[config.mk]
export PLATFORM = sky130hd
export DESIGN_NAME = e1_dip_port
export DESIGN_NICKNAME = d
export VERILOG_FILES = /design/src/rtl/e1_dip_pkg.sv /design/src/rtl/e1_slot_timer.sv /design/src/rtl/e1_dip_cfg.sv /design/src/rtl/e1_dip_mode.sv /design/src/rtl/e1_dip_path.sv /design/src/rtl/e1_dip_port.sv
export SDC_FILE = /design/constraint.sdc
export NUM_CORES = 1
export LEC_CHECK = 0
export BUFFER_PORTS_ARGS = -buffer_cell sky130_fd_sc_hd__buf_4
export CAP_MARGIN = 20
export CORE_UTILIZATION = 40
export CTS_CLUSTER_DIAMETER = 150
export DETAILED_ROUTE_END_ITERATION = 10
export GPL_ROUTABILITY_DRIVEN = 1
export GPL_TIMING_DRIVEN = 0
export PLACE_DENSITY = 0.55
export SYNTH_ARGS = -nofsm -noshare
export SYNTH_HDL_FRONTEND = slang
export SYNTH_SLANG_ARGS = --single-unit
export TNS_END_PERCENT = 1
[constraint.sdc]
create_clock -name clk -period 4.2 [get_ports clk]
set_clock_uncertainty 0.15 [all_clocks]
set_input_delay 0.42 -clock clk [delete_from_list [all_inputs] [get_ports clk]]
set_output_delay 0.42 -clock clk [all_outputs]
set_load 0.01 [all_outputs]
[src/rtl/e1_dip_pkg.sv]
package e1_dip_pkg;

    typedef enum logic [1:0] {
        ST_WAIT = 2'd0,
        ST_FULL = 2'd1,
        ST_SLOT = 2'd2
    } dip_state_e;

endpackage

[src/rtl/e1_slot_timer.sv]
module e1_slot_timer #(
    parameter int SLOTS     = 32,
    parameter int SLOT_BITS = 8,
    localparam int SLOT_W   = $clog2(SLOTS),
    localparam int BIT_W    = $clog2(SLOT_BITS)
) (
    input  logic              clk,
    input  logic              rst_n,
    input  logic              bit_en_i,
    input  logic              frame_start_i,
    output logic [SLOT_W-1:0] pos_slot_o,
    output logic [BIT_W-1:0]  pos_bit_o
);
    localparam logic [SLOT_W-1:0] LAST_SLOT = SLOT_W'(SLOTS - 1);
    localparam logic [BIT_W-1:0]  LAST_BIT  = BIT_W'(SLOT_BITS - 1);

    logic [SLOT_W-1:0] slot_q;
    logic [BIT_W-1:0]  bit_q;

    // the frame-start strobe forces the current bit to slot 0 bit 0
    always_comb begin
        pos_slot_o = frame_start_i ? '0 : slot_q;
        pos_bit_o  = frame_start_i ? '0 : bit_q;
    end

    always_ff @(posedge clk) begin
        if (!rst_n) begin
            slot_q <= '0;
            bit_q  <= '0;
        end else if (bit_en_i) begin
            if (pos_bit_o == LAST_BIT) begin
                bit_q  <= '0;
                slot_q <= (pos_slot_o == LAST_SLOT) ? '0 : pos_slot_o + 1'b1;
            end else begin
                bit_q  <= pos_bit_o + 1'b1;
                slot_q <= pos_slot_o;
            end
        end
    end

endmodule

[src/rtl/e1_dip_cfg.sv]
module e1_dip_cfg #(
    parameter int              SLOT_W     = 5,
    parameter logic            RESET_SEL  = 1'b1,
    parameter logic [SLOT_W-1:0] RESET_SLOT = '0
) (
    input  logic              clk,
    input  logic              rst_n,
    input  logic              we_i,
    input  logic              sel_i,
    input  logic [SLOT_W-1:0] slot_i,
    output logic              pend_sel_o,
    output logic [SLOT_W-1:0] pend_slot_o
);

    always_ff @(posedge clk) begin
        if (!rst_n) begin
            pend_sel_o  <= RESET_SEL;
            pend_slot_o <= RESET_SLOT;
        end else if (we_i) begin
            pend_sel_o  <= sel_i;
            pend_slot_o <= slot_i;
        end
    end

endmodule

[src/rtl/e1_dip_mode.sv]
module e1_dip_mode
    import e1_dip_pkg::*;
#(
    parameter int SLOT_W = 5
) (
    input  logic              clk,
    input  logic              rst_n,
    input  logic              bit_en_i,
    input  logic              frame_start_i,
    input  logic              boundary_i,
    input  logic              pend_sel_i,
    input  logic [SLOT_W-1:0] pend_slot_i,
    output dip_state_e        state_o,
    output logic [SLOT_W-1:0] act_slot_o,
    output logic              full_mode_o,
    output logic              slot_mode_o,
    output logic [SLOT_W-1:0] eff_slot_o
);
    dip_state_e        state_q, state_d;
    logic [SLOT_W-1:0] slot_q, slot_d;
    logic              reload;

    // next-state and reload decision
    always_comb begin
        state_d = state_q;
        slot_d  = slot_q;
        reload  = 1'b0;
        if (bit_en_i && boundary_i) begin
            unique case (state_q)
                ST_WAIT: reload = frame_start_i;
                ST_FULL: reload = 1'b1;
                ST_SLOT: reload = 1'b1;
                default: reload = 1'b0;
            endcase
        end
        if (reload) begin
            state_d = pend_sel_i ? ST_SLOT : ST_FULL;
            slot_d  = pend_slot_i;
        end
    end

    // state register
    always_ff @(posedge clk) begin
        if (!rst_n) begin
            state_q <= ST_WAIT;
            slot_q  <= '0;
        end else begin
            state_q <= state_d;
            slot_q  <= slot_d;
        end
    end

    // outputs: the mode in force for the bit being handled now
    always_comb begin
        full_mode_o = 1'b0;
        slot_mode_o = 1'b0;
        unique case (state_d)
            ST_WAIT: ;
            ST_FULL: full_mode_o = 1'b1;
            ST_SLOT: slot_mode_o = 1'b1;
            default: ;
        endcase
        eff_slot_o = slot_d;
        state_o    = state_q;
        act_slot_o = slot_q;
    end

endmodule

[src/rtl/e1_dip_path.sv]
module e1_dip_path #(
    parameter int SLOT_W = 5
) (
    input  logic              clk,
    input  logic              rst_n,
    input  logic              bit_en_i,
    input  logic              full_mode_i,
    input  logic              slot_mode_i,
    input  logic [SLOT_W-1:0] pos_slot_i,
    input  logic [SLOT_W-1:0] eff_slot_i,
    input  logic              rx_bit_i,
    input  logic              tx_bit_i,
    input  logic              aux_bit_i,
    output logic              drop_bit_o,
    output logic              drop_stb_o,
    output logic              ins_stb_o,
    output logic              tx_line_o
);
    logic hit;
    logic take;

    always_comb begin
        hit       = slot_mode_i && (pos_slot_i == eff_slot_i);
        take      = full_mode_i || hit;
        ins_stb_o = bit_en_i && hit;
    end

    always_ff @(posedge clk) begin
        if (!rst_n) begin
            drop_bit_o <= 1'b0;
            drop_stb_o <= 1'b0;
            tx_line_o  <= 1'b1;
        end else begin
            drop_stb_o <= bit_en_i && take;
            if (bit_en_i) begin
                if (take) begin
                    drop_bit_o <= rx_bit_i;
                end
                tx_line_o <= hit ? aux_bit_i : tx_bit_i;
            end
        end
    end

endmodule

[src/rtl/e1_dip_port.sv]
module e1_dip_port
    import e1_dip_pkg::*;
#(
    parameter int   SLOTS      = 32,
    parameter int   SLOT_BITS  = 8,
    parameter logic RESET_SEL  = 1'b1,
    parameter int   RESET_SLOT = 0,
    localparam int  SLOT_W     = $clog2(SLOTS),
    localparam int  BIT_W      = $clog2(SLOT_BITS)
) (
    input  logic              clk,
    input  logic              rst_n,
    input  logic              bit_en_i,
    input  logic              frame_start_i,
    input  logic              rx_bit_i,
    input  logic              tx_bit_i,
    input  logic              aux_bit_i,
    input  logic              cfg_we_i,
    input  logic              cfg_sel_i,
    input  logic [SLOT_W-1:0] cfg_slot_i,
    output logic              drop_bit_o,
    output logic              drop_stb_o,
    output logic              ins_stb_o,
    output logic              tx_line_o
);
    logic [SLOT_W-1:0] pos_slot;
    logic [BIT_W-1:0]  pos_bit;
    logic              at_boundary;
    logic              pend_sel;
    logic [SLOT_W-1:0] pend_slot;
    dip_state_e        state_q;
    logic [SLOT_W-1:0] act_slot;
    logic              full_mode;
    logic              slot_mode;
    logic [SLOT_W-1:0] eff_slot;

    assign at_boundary = (pos_slot == '0) && (pos_bit == '0);

    e1_slot_timer #(
        .SLOTS     (SLOTS),
        .SLOT_BITS (SLOT_BITS)
    ) u_timer (
        .clk           (clk),
        .rst_n         (rst_n),
        .bit_en_i      (bit_en_i),
        .frame_start_i (frame_start_i),
        .pos_slot_o    (pos_slot),
        .pos_bit_o     (pos_bit)
    );

    e1_dip_cfg #(
        .SLOT_W     (SLOT_W),
        .RESET_SEL  (RESET_SEL),
        .RESET_SLOT (SLOT_W'(RESET_SLOT))
    ) u_cfg (
        .clk         (clk),
        .rst_n       (rst_n),
        .we_i        (cfg_we_i),
        .sel_i       (cfg_sel_i),
        .slot_i      (cfg_slot_i),
        .pend_sel_o  (pend_sel),
        .pend_slot_o (pend_slot)
    );

    e1_dip_mode #(
        .SLOT_W (SLOT_W)
    ) u_mode (
        .clk           (clk),
        .rst_n         (rst_n),
        .bit_en_i      (bit_en_i),
        .frame_start_i (frame_start_i),
        .boundary_i    (at_boundary),
        .pend_sel_i    (pend_sel),
        .pend_slot_i   (pend_slot),
        .state_o       (state_q),
        .act_slot_o    (act_slot),
        .full_mode_o   (full_mode),
        .slot_mode_o   (slot_mode),
        .eff_slot_o    (eff_slot)
    );

    e1_dip_path #(
        .SLOT_W (SLOT_W)
    ) u_path (
        .clk         (clk),
        .rst_n       (rst_n),
        .bit_en_i    (bit_en_i),
        .full_mode_i (full_mode),
        .slot_mode_i (slot_mode),
        .pos_slot_i  (pos_slot),
        .eff_slot_i  (eff_slot),
        .rx_bit_i    (rx_bit_i),
        .tx_bit_i    (tx_bit_i),
        .aux_bit_i   (aux_bit_i),
        .drop_bit_o  (drop_bit_o),
        .drop_stb_o  (drop_stb_o),
        .ins_stb_o   (ins_stb_o),
        .tx_line_o   (tx_line_o)
    );

endmodule

==> out/qor_table.md, run 1 <==
| Metric | This run |
|---|---|
| Run status | complete, no violations |
| Routability cong. | 0.732 |
| Max Freq | 0.299 GHz |
| Global router's overall resource usage | 17.8% |
| Critical path endpoint category | primary output |
| CTS-repair resized insts | 0 |
| Sum of buffers and inverters on the critical path | 3 |
| Kind of launch point of the worst setup path | flip-flop |
| Number of vias per cell after detailed routing | 5.26 |
| TritonRoute pass-1 iters | 4 |
| Total number of placement rows | 21 |
| Final setup violation count | 0 |
| Fraction of post-synthesis cell area in the top cell type by area | 33.2% |
| Max Root-Sink Buffers | 2 |
| Final cell count without fillers | 224 |
| Mapped cell area | 1450 um2 |
| Sinks on the clock net | 24 |
| Leakage power total | 0.000688 uW |
| Synth area leader | sky130_fd_sc_hd__dfxtp_1 |
| Area of the core | 3390 um2 |
| Ordered cell list for the critical path | nor2b_1, inv_1, ha_1, nand4b_1, a211o_1, buf_6, mux2i_4, xnor2_1, and3_4, and2_1, buf_4 |
| Peak fanout along the critical path | 10 |
| Post-layout worst setup margin | 0.854 ns |
| Multi-input logic area | 882 um2 |
| Starting density of the core | 42.6% |
| Worst slew pin tran | 0.735 ns |
| Dominant cells by area after synthesis | sky130_fd_sc_hd__dfxtp_1, sky130_fd_sc_hd__ha_1, sky130_fd_sc_hd__mux2i_1, sky130_fd_sc_hd__nor2b_1, sky130_fd_sc_hd__nand2_1 |
| Residual DRC count | 0 |
| # fillers | 341 |
| Power density cells | 280 nW/um2 |
| Final Power | 461 uW |
| Number of enable flip-flop cells after synthesis | 0 |
| Worst hold-check slack | 0.142 ns |
| Mapped Avg Cell Area | 9.03 um2 |
| Total number of vias | 1179 |
| Worst Hold Class | input pin to flip-flop |
| Drt initial violations | 35 |
| Cells after synthesis | 160 |
| Sum of negative setup slack | 0 ns |
| Die H | 62.1 um |
| Count of final max-slew check failures | 0 |
| Cell class contributing the biggest share of worst-path delay | simple AND/OR/NAND/NOR gates |
| Library cells used by synthesis | 38 |
| Skew-Pair Late Insertion Delay | 0.33 ns |
| Global-route congestion overflow total | 0 |
| Type of the worst setup path | flip-flop to primary output |
| Data arrival time of the critical path | 2.78 ns |
| Post-synthesis register bit count | 24 |
| Post-layout nets | 201 |
| Final critical-path share of the clock period | 79.7% |
| Ant diodes | 0 |
| Post-DP HPWL | 2360 um |
| Post-layout minimum cycle time | 3.35 ns |
| Clock Tree Root | sky130_fd_sc_hd__clkbuf_4 |
| Total setup buffers inserted after CTS | 0 |
| VDD IR max | 0.112 mV |
| Initial antenna violation count | 0 |
| Share of flip-flops with an asynchronous set or reset after synthesis | 0% |
| Clock slew at reported path FFs | 0.15 ns |
| Area used by sequential logic in the layout | 480 um2 |
| Final ANT Viol Nets | 0 |
| Routed length per instance | 14.0 um |
| Max-capacitance violation count | 0 |
| CTS tree | built |
| Global-route wire length before repair | 5460 um |
| Required arrival time at the worst endpoint | 3.63 ns |
| Total count of hold-check failures in the final report | 0 |
| RSZ-0062 raised after global routing | false |
| Number of H-tree levels | 1 |
| Die area | 3860 um2 |
| Ys flop type | sky130_fd_sc_hd__dfxtp_1 |
| Crit-path max cell delay | 0.39 ns |
| Most numerous cell types in the synthesized netlist | sky130_fd_sc_hd__dfxtp_1, sky130_fd_sc_hd__nand2_1, sky130_fd_sc_hd__nor2b_1, sky130_fd_sc_hd__inv_1, sky130_fd_sc_hd__mux2i_1 |
| Boundary Pins | 18 |
| Ratio of cells with drive above 1 in the final layout | 14.6% |
| Vias in the first global route | 1178 |
| Chip width | 62.1 um |
| Syn nets | 182 |
| Sequential-to-total area share from yosys stat | 33.2% |
| Routed Wire Length | 3130 um |
| Worst slack at placement | 1.02 ns |
| Quantity of I/O buffers inserted on ports | 14 |
| Number of hold-repair buffers added at the cts stage | 0 |
| Pin count of the biggest net entering global routing | 14 |
| Headroom to the max-slew limit | 50.7% |
| Placed Instances | 220 |
| Layout Area Growth over Synthesis | 13.8% |
| Number of buffers created by CTS | 3 |
| Yosys warning total | 0 |
| Library cell contributing the largest single delay on the critical path | sky130_fd_sc_hd__dfxtp_1 |
| Most instantiated library cell after synthesis | sky130_fd_sc_hd__dfxtp_1 |
==> routing by layer <==
| layer | vias up | GRT usage [%] | routed length (um) |
|---|---|---|---|
| li1 | 595 | - | - |
| met1 | 547 | 23.7 | 1540 |
| met2 | 32 | 29.4 | 1410 |
| met3 | 5 | 2.94 | 142 |
| met4 | 0 | 5.23 | 42 |
| met5 | - | 0 | 0 |
==> flip-flops by register name, indices dropped and copies added (netlist names) <==
| register | count |
|---|---|
| u_timer.slot_q | 5 |
| u_mode.act_slot_o | 5 |
| u_path.tx_line_o | 1 |
| u_path.drop_bit_o | 1 |
| u_path.drop_stb_o | 1 |
| u_mode.state_o | 2 |
| u_cfg.pend_sel_o | 1 |
| u_cfg.pend_slot_o | 5 |
| u_timer.bit_q | 3 |
==> cells in the final DEF, fill, tap and decap left out, types with 3 or more instances in the layout <==
master	Yosys	routed
sky130_fd_sc_hd__mux2i_1	10	10
sky130_fd_sc_hd__a32oi_1	3	3
sky130_fd_sc_hd__and2_1	3	3
sky130_fd_sc_hd__inv_1	10	10
sky130_fd_sc_hd__a21boi_0	4	4
sky130_fd_sc_hd__a21oi_1	3	3
sky130_fd_sc_hd__and3_1	3	3
sky130_fd_sc_hd__nor2_1	5	5
sky130_fd_sc_hd__o211a_1	3	3
sky130_fd_sc_hd__nor2b_1	16	16
sky130_fd_sc_hd__clkbuf_1	8	8
sky130_fd_sc_hd__buf_4	0	14
sky130_fd_sc_hd__o21ai_0	7	7
sky130_fd_sc_hd__ha_1	8	8
sky130_fd_sc_hd__xnor2_1	4	4
sky130_fd_sc_hd__dfxtp_1	24	24
sky130_fd_sc_hd__nand2_1	19	19
sky130_fd_sc_hd__nand4b_1	3	3
sky130_fd_sc_hd__clkbuf_4	0	3
==> worst min-delay path: cells and delay by family <==
| family | cells | cell delay (ns) |
|---|---|---|
| buffers and inverters | 1 | 0.07 |
| multiplexers | 1 | 0.05 |
| AND/OR/NAND/NOR | 1 | 0.06 |
==> path summary, 6_finish.rpt <==
kind / start / endpoint / slack [ns] / cells after the start
max: u_timer.slot_q[0] / ins_stb_o / 0.85 / 11
min: cfg_sel_i / u_cfg.pend_sel_o / 0.14 / 3
max reg2reg: u_timer.slot_q[0] / u_path.drop_bit_o / 1.64 / 10
min reg2reg: u_mode.act_slot_o[1] / u_mode.act_slot_o[1] / 0.36 / 2
==> cell families after synthesis <==
group	Yosys count	share of synthesized area (%)
XOR/XNOR	5	3.55
adder cells (fa/ha/maj)	8	6.93
buffers and inverters	20	5.71
AO/OA/AOI/OAI	33	17.9
multiplexers	12	10.0
AND/OR/NAND/NOR	58	22.6
flip-flops	24	33.2
==> layout make-up <==
type | count | share of cell area (%)
inverter | 10 | 2.28
buffer | 10 | 2.74
multi-input combinational | 116 | 53.7
clock buffer | 4 | 2.21
tap | 46 | 3.50
timing repair buffer | 14 | 6.39
sequential | 24 | 29.2
==> stage by stage <==
stage / util (%) / instance area (um2)
2_1_floorplan: - / 1450
3_3_place_gp: 47.4 / 1610
3_5_place_dp: 47.4 / 1610
4_1_cts: 48.5 / 1640
5_1_grt: 48.5 / 1640
6_report: 48.5 / 1640
==> report_power, final <==
group | switching (uW) | internal, uW
Sequential | 9.47 | 238
Combinational | 42.3 | 40.9
Clock | 76.4 | 53.1
Total | 128 | 332
(Power assumes the default switching activity.)
==> run 2: changes to the inputs <==
==> constraint.sdc (replaced) <==
create_clock -name clk -period 3.16 [get_ports clk]
set_clock_uncertainty 0.15 [all_clocks]
set_input_delay 0.316 -clock clk [delete_from_list [all_inputs] [get_ports clk]]
set_output_delay 0.316 -clock clk [all_outputs]
set_load 0.01 [all_outputs]
==> out/qor_table.md, run 2 (synthesis results as in run 1) <==
| Metric | This run | Change |
|---|---|---|
| Starting density of the core | 42.6% | unchanged |
| Pin count of the biggest net entering global routing | 14 | unchanged |
| Max-capacitance violation count | 0 | unchanged |
| Leakage power total | 0.000702 uW | was 0.000688 uW |
| Routability cong. | 0.732 | unchanged |
| Global router's overall resource usage | 17.8% | about the same |
| Quantity of I/O buffers inserted on ports | 14 | unchanged |
| Power density cells | 366 nW/um2 | was 280 nW/um2 |
| Routed length per instance | 14.0 um | about the same |
| Layout Area Growth over Synthesis | 16.5% | was 13.8% |
| Ordered cell list for the critical path | or4_4, a211o_1, buf_6, mux2i_4, xnor2_2, and3_4, and2_1, buf_4 | was nor2b_1, inv_1, ha_1, nand4b_1, a211o_1, buf_6, mux2i_4, xnor2_1, and3_4, and2_1, buf_4 |
| Most common cell after layout, fill and taps aside | sky130_fd_sc_hd__dfxtp_1 | unchanged |
| Clock Tree Root | sky130_fd_sc_hd__clkbuf_4 | unchanged |
| Routed length on met1 | 1550 um | was 1540 um |
| Run status | complete, no violations | unchanged |
| Critical path endpoint category | primary output | unchanged |
| Die area | 3860 um2 | unchanged |
| Number of buffers created by CTS | 3 | unchanged |
| Final setup violation count | 0 | unchanged |
| CP Depth | 8 | was 11 |
| Cell class contributing the biggest share of worst-path delay | simple AND/OR/NAND/NOR gates | unchanged |
| Ant diodes | 0 | unchanged |
| FF-to-FF path depth | 7 | was 10 |
| Type of the worst setup path | flip-flop to primary output | unchanged |
| Vias in the first global route | 1182 | was 1178 |
| Total number of placement rows | 21 | unchanged |
| Routed Wire Length | 3130 um | about the same |
| Required arrival time at the worst endpoint | 2.69 ns | was 3.63 ns |
| Post-DP HPWL | 2360 um | unchanged |
| Worst slew pin tran | 0.779 ns | was 0.735 ns |
| Data arrival time of the critical path | 2.59 ns | was 2.78 ns |
| Skew-Pair Late Insertion Delay | 0.32 ns | was 0.33 ns |
| Crit path launch | u_timer.slot_q[4] | was u_timer.slot_q[0] |
| TritonRoute pass-1 iters | 4 | unchanged |
| Global-route congestion overflow total | 0 | unchanged |
| Kind of launch point of the worst setup path | flip-flop | unchanged |
| Final ANT Viol Nets | 0 | unchanged |
| Number of H-tree levels | 1 | unchanged |
| Post-layout minimum cycle time | 3.06 ns |  |
| Reg-to-Reg End | u_path.drop_bit_o | unchanged |
| Library cell contributing the largest single delay on the critical path | sky130_fd_sc_hd__or4_4 | was sky130_fd_sc_hd__dfxtp_1 |
| Total count of hold-check failures in the final report | 0 | unchanged |
| VDD IR max | 0.148 mV | was 0.112 mV |
| Capture point of the critical path | ins_stb_o | unchanged |
| DR top layer | met4 | unchanged |
| Final core utilization | 49.7% | was 48.5% |
| Residual DRC count | 0 | unchanged |
| Max Freq | 0.327 GHz |  |
| Peak fanout along the critical path | 10 | unchanged |
| Reg-to-reg critical path startpoint | u_timer.slot_q[4] | was u_timer.slot_q[0] |
| Number of vias per cell after detailed routing | 5.28 | was 5.26 |
| Crit-path max cell delay | 0.51 ns | was 0.39 ns |
| Worst Hold Class | input pin to flip-flop | unchanged |
| Max Root-Sink Buffers | 2 | unchanged |
| Worst R2R Setup Slack | 0.72 ns | was 1.64 ns |
| CTS tree | built | unchanged |
| Placed Instances | 220 | unchanged |
| Die H | 62.1 um | unchanged |
| Met2 routed WL | 1450 um | was 1410 um |
| Startpoint of the tightest hold check path | cfg_sel_i | unchanged |
| Ratio of cells with drive above 1 in the final layout | 18.0% | was 14.6% |
| Chip width | 62.1 um | unchanged |
| Sum of buffers and inverters on the critical path | 2 | was 3 |
| Highest-count cells in the layout ignoring fill and taps | sky130_fd_sc_hd__dfxtp_1, sky130_fd_sc_hd__nand2_1, sky130_fd_sc_hd__nor2b_1, sky130_fd_sc_hd__buf_4 | unchanged |
| Area of the core | 3390 um2 | unchanged |
| Global-route wire length before repair | 5480 um | was 5460 um |
| Headroom to the max-slew limit | 47.8% | was 50.7% |
| Post-layout nets | 201 | unchanged |
| Initial antenna violation count | 0 | unchanged |
| # fillers | 332 | was 341 |
| Final critical-path share of the clock period | 96.8% |  |
| Wire length on met3 | 93 um | was 142 um |
| Count of final max-slew check failures | 0 | unchanged |
| Drt initial violations | 43 | was 35 |
| Final cell count without fillers | 224 | unchanged |
| Boundary Pins | 18 | unchanged |
| Total number of vias | 1182 | was 1179 |
| Sinks on the clock net | 24 | unchanged |
| Clock slew at reported path FFs | 0.14 ns | was 0.15 ns |
==> run 2: worst min-delay path, stage by stage <==
cell,delay (ns)
sky130_fd_sc_hd__buf_4,0.07
sky130_fd_sc_hd__mux2i_1,0.05
sky130_fd_sc_hd__nand2_1,0.06
==> run 2: worst min-delay path by stage <==
| stage | endpoint | slack [ns] | cells past startpoint |
|---|---|---|---|
| floorplan | u_cfg.pend_sel_o | 0.29 | 2 |
| global placement | u_timer.bit_q[0] | 0.33 | 1 |
| detailed placement | u_timer.bit_q[0] | 0.33 | 1 |
| CTS | u_cfg.pend_sel_o | 0.04 | 3 |
| global route | u_cfg.pend_sel_o | 0.05 | 3 |
| finish | u_cfg.pend_sel_o | 0.04 | 3 |
==> run 2: through the flow <==
stage	instance area, um2	hold slack [ns]	setup TNS (ns)	total power (uW)	worst slack (ns)
2_1_floorplan	1450	0.295	0	411	0.596
3_3_place_gp	1610	0.326	0	444	0.217
3_5_place_dp	1610	0.326	0	448	0.192
4_1_cts	1650	0.0390	0	620	0.000892
5_1_grt	1680	0.0530	-0.00733	650	-0.00733
6_report	1680	0.0449	0	616	0.100
==> run 2: power by group <==
group / switching, uW / internal [uW]
combinational: 59.7 / 58.2
clock: 98.3 / 70.5
sequential: 12.5 / 317
total: 171 / 446
==> run 2: repair_timing <==
item	4_1_cts	5_1_grt
endpoints found under the hold margin	0	0
gates resized for setup	2	5
gates cloned	0	0
buffers inserted	0	1
hold buffers	0	0
setup endpoints to repair	1	1
==> run 2: layer usage <==
layer	global-route usage, %	up-vias
met1	23.8	557
met3	2.94	5
met2	29.4	20
met5	0	-
met4	5.23	0
li1	-	600
==> run 2: layout make-up <==
type | count | area, um2 | share of cell area, %
Multi-Input combinational cell | 116 | 916 | 54.4
Timing Repair Buffer | 15 | 113 | 6.69
Buffer | 9 | 41.3 | 2.45
Inverter | 10 | 37.5 | 2.23
Sequential cell | 24 | 483 | 28.7
Tap cell | 46 | 57.6 | 3.42
Clock buffer | 4 | 36.3 | 2.15
==> run 3: changes to the inputs <==
--- a/config.mk
+++ b/config.mk
@@ -5,6 +5,7 @@
 export SDC_FILE = /design/constraint.sdc
 export NUM_CORES = 1
 export LEC_CHECK = 0
+export ABC_AREA = 1
 export BUFFER_PORTS_ARGS = -buffer_cell sky130_fd_sc_hd__buf_4
 export CAP_MARGIN = 20
 export CORE_UTILIZATION = 40
==> out/qor_table.md, run 3 <==
| Metric | This run | Change |
|---|---|---|
| Run status | complete, no violations | unchanged |
| Die area | 3600 um2 | was 3860 um2 |
| Worst Hold Class | input pin to flip-flop | unchanged |
| TritonRoute pass-1 iters | 4 | unchanged |
| Cell class contributing the biggest share of worst-path delay | simple AND/OR/NAND/NOR gates | unchanged |
| Number of H-tree levels | 1 | unchanged |
| Skew-Pair Late Insertion Delay | 0.31 ns | was 0.32 ns |
| RSZ-0062 raised after global routing | false |  |
| Area of the core | 3130 um2 | was 3390 um2 |
| Clock slew at reported path FFs | 0.13 ns | was 0.14 ns |
| Number of buffers created by CTS | 3 | unchanged |
| Global router's overall resource usage | 18.7% | was 17.8% |
| Dominant cells by area after synthesis | sky130_fd_sc_hd__dfxtp_1, sky130_fd_sc_hd__nand2_1, sky130_fd_sc_hd__inv_1, sky130_fd_sc_hd__ha_1, sky130_fd_sc_hd__nand3_1 | was sky130_fd_sc_hd__dfxtp_1, sky130_fd_sc_hd__ha_1, sky130_fd_sc_hd__mux2i_1, sky130_fd_sc_hd__nor2b_1, sky130_fd_sc_hd__nand2_1 |
| Ys flop type | sky130_fd_sc_hd__dfxtp_1 | unchanged |
| Routed length on met1 | 1370 um | was 1550 um |
| Starting density of the core | 43.0% | was 42.6% |
| Mapped cell area | 1350 um2 | was 1450 um2 |
| Placed Instances | 253 | was 220 |
| Number of vias per cell after detailed routing | 4.89 | was 5.28 |
| Met2 routed WL | 1260 um | was 1450 um |
| Final ANT Viol Nets | 0 | unchanged |
| Ant diodes | 0 | unchanged |
| Final critical-path share of the clock period | 89.0% | was 96.8% |
| Count of final max-slew check failures | 0 | unchanged |
| Post-synthesis register bit count | 24 | unchanged |
| Highest-count cells in the layout ignoring fill and taps | sky130_fd_sc_hd__nand2_1, sky130_fd_sc_hd__inv_1, sky130_fd_sc_hd__dfxtp_1, sky130_fd_sc_hd__nand3_1, sky130_fd_sc_hd__nor2_1 | was sky130_fd_sc_hd__dfxtp_1, sky130_fd_sc_hd__nand2_1, sky130_fd_sc_hd__nor2b_1, sky130_fd_sc_hd__buf_4 |
| Startpoint of the tightest hold check path | cfg_sel_i | unchanged |
| Post-layout minimum cycle time | 2.81 ns | was 3.06 ns |
| Die H | 60.0 um | was 62.1 um |
| Vias in the first global route | 1180 | was 1182 |
| Ordered cell list for the critical path | inv_1, nor2_1, inv_1, ha_1, nand2_1, inv_1, nand2_2, nor2_4, nand2_4, nand2_1, nand3_1, nand2_1, nor2_1, nand4_1, inv_1, buf_4 | was or4_4, a211o_1, buf_6, mux2i_4, xnor2_2, and3_4, and2_1, buf_4 |
| Worst slew pin tran | 0.505 ns | was 0.779 ns |
| Kind of launch point of the worst setup path | flip-flop | unchanged |
| Leakage power total | 0.000808 uW | was 0.000702 uW |
| Worst hold-check slack | 0.0552 ns | was 0.0449 ns |
| Sum of buffers and inverters on the critical path | 5 | was 2 |
| Clock Tree Root | sky130_fd_sc_hd__clkbuf_4 | unchanged |
| Share of flip-flops with an asynchronous set or reset after synthesis | 0% | unchanged |
| Wire length on met3 | 104 um | was 93 um |
| CTS tree | built | unchanged |
| Required arrival time at the worst endpoint | 2.69 ns | about the same |
| Global-route wire length before repair | 5040 um | was 5480 um |
| Data arrival time of the critical path | 2.35 ns | was 2.59 ns |
| Quantity of I/O buffers inserted on ports | 16 | was 14 |
| Crit path launch | u_timer.slot_q[1] | was u_timer.slot_q[4] |
| Max Freq | 0.355 GHz | was 0.327 GHz |
| Reg-to-reg critical path startpoint | u_timer.slot_q[1] | was u_timer.slot_q[4] |
| Number of enable flip-flop cells after synthesis | 0 | unchanged |
| Ratio of cells with drive above 1 in the final layout | 18.3% | was 18.0% |
| Final cell count without fillers | 257 | was 224 |
| Sequential-to-total area share from yosys stat | 35.7% | was 33.2% |
| Max-capacitance violation count | 0 | unchanged |
| Layout Area Growth over Synthesis | 15.7% | was 16.5% |
| Total count of hold-check failures in the final report | 0 | unchanged |
| Sinks on the clock net | 24 | unchanged |
| Type of the worst setup path | flip-flop to primary output | unchanged |
| Drt initial violations | 31 | was 43 |
| Number of hold-repair buffers added at the cts stage | 0 | unchanged |
| Most common cell after layout, fill and taps aside | sky130_fd_sc_hd__nand2_1 | was sky130_fd_sc_hd__dfxtp_1 |
| Routability cong. | 0.873 | was 0.732 |
| Fraction of post-synthesis cell area in the top cell type by area | 35.7% | was 33.2% |
| Boundary Pins | 18 | unchanged |
| Post-DP HPWL | 2240 um | was 2360 um |
| Yosys warning total | 0 | unchanged |
| Final setup violation count | 0 | unchanged |
| CTS-repair resized insts | 0 | was 2 |
| Initial antenna violation count | 0 | unchanged |
| Max Root-Sink Buffers | 2 | unchanged |
| Cells after synthesis | 193 | was 160 |
| Sum of negative setup slack | 0 ns | unchanged |
| Peak fanout along the critical path | 9 | was 10 |
| Routed length per instance | 10.9 um | was 14.0 um |
| Most numerous cell types in the synthesized netlist | sky130_fd_sc_hd__nand2_1, sky130_fd_sc_hd__inv_1, sky130_fd_sc_hd__dfxtp_1, sky130_fd_sc_hd__nand3_1, sky130_fd_sc_hd__nor2_1 | was sky130_fd_sc_hd__dfxtp_1, sky130_fd_sc_hd__nand2_1, sky130_fd_sc_hd__nor2b_1, sky130_fd_sc_hd__inv_1, sky130_fd_sc_hd__mux2i_1 |
| Mapped Avg Cell Area | 6.98 um2 | was 9.03 um2 |
| Chip width | 60.0 um | was 62.1 um |
| VDD IR max | 0.177 mV | was 0.148 mV |
| Post-layout nets | 236 | was 201 |
| DR top layer | met4 | unchanged |
| Dominant cell type by count on the critical path | sky130_fd_sc_hd__inv_1 |  |
| Critical path endpoint category | primary output | unchanged |
| Most instantiated library cell after synthesis | sky130_fd_sc_hd__nand2_1 | was sky130_fd_sc_hd__dfxtp_1 |
| Global-route congestion overflow total | 0 | unchanged |
| Routed Wire Length | 2810 um | was 3130 um |
| Headroom to the max-slew limit | 66.3% | was 47.8% |
| Power density cells | 419 nW/um2 | was 366 nW/um2 |
| Library cells used by synthesis | 24 | was 38 |
| Crit-path max cell delay | 0.33 ns | was 0.51 ns |
| Library cell contributing the largest single delay on the critical path | sky130_fd_sc_hd__dfxtp_1 | was sky130_fd_sc_hd__or4_4 |
| Final core utilization | 49.8% | was 49.7% |
| Residual DRC count | 0 | unchanged |
| Total setup buffers inserted after CTS | 0 | unchanged |
| Pin count of the biggest net entering global routing | 14 | unchanged |
| Total number of vias | 1256 | was 1182 |
| Syn nets | 215 | was 182 |
| Total number of placement rows | 20 | was 21 |
| Synth area leader | sky130_fd_sc_hd__dfxtp_1 | unchanged |
run 3: layer usage:
metal | vias up | global-route usage (%)
met5 | - | 0
met4 | 0 | 8.64
met3 | 9 | 2.38
met2 | 27 | 30.2
met1 | 571 | 24.6
li1 | 649 | -
run 3: worst reg2reg max path, delay by kind of cell (launching register included):
family        cells  cell delay, ns
fa+ha+maj         1            0.21
flops             1            0.33
buf+inv           3            0.22
simple gates     14            1.31
run 3: through the flow:
step / power, uW / instance area, um2 / worst slack (ns)
floorplan: 451 / 1350 / 1.08
global placement: 493 / 1520 / 0.573
detailed placement: 496 / 1520 / 0.580
CTS: 663 / 1560 / 0.316
global route: 697 / 1560 / 0.0811
finish: 652 / 1560 / 0.347
run 3: report_power, final:
group / leakage [uW] / total [uW] / internal, uW / switching (uW)
sequential: 0.000197 / 333 / 324 / 8.85
clock: 0.0000210 / 164 / 70.4 / 93.7
combinational: 0.000590 / 156 / 60.7 / 94.8
total: 0.000808 / 652 / 455 / 197
run 3: path summary, 6_finish.rpt:
check	end	slack, ns	cells after the start
max	ins_stb_o	0.35	16
min	u_cfg.pend_sel_o	0.06	3
max reg2reg	u_path.drop_bit_o	0.85	18
min reg2reg	u_mode.act_slot_o[1]	0.33	2
run 3: kinds of logic (layout without fill, tap and decap cells):
kind of cell	Yosys count	count (layout)	share of synthesized area [%]
simple gates	98	98	35.4
buf+inv	34	54	10.1
compound gates	28	28	10.7
flops	24	24	35.7
fa+ha+maj	8	8	7.44
xor+xnor	1	1	0.651
run 3: cell type report:
cell class	count	area (um2)
Fill cell	335	1570
Multi-Input combinational cell	135	729
Sequential cell	24	480
Timing Repair Buffer	16	120
Inverter	30	113
Tap cell	44	55.1
Clock buffer	4	36.3
Buffer	4	23.8
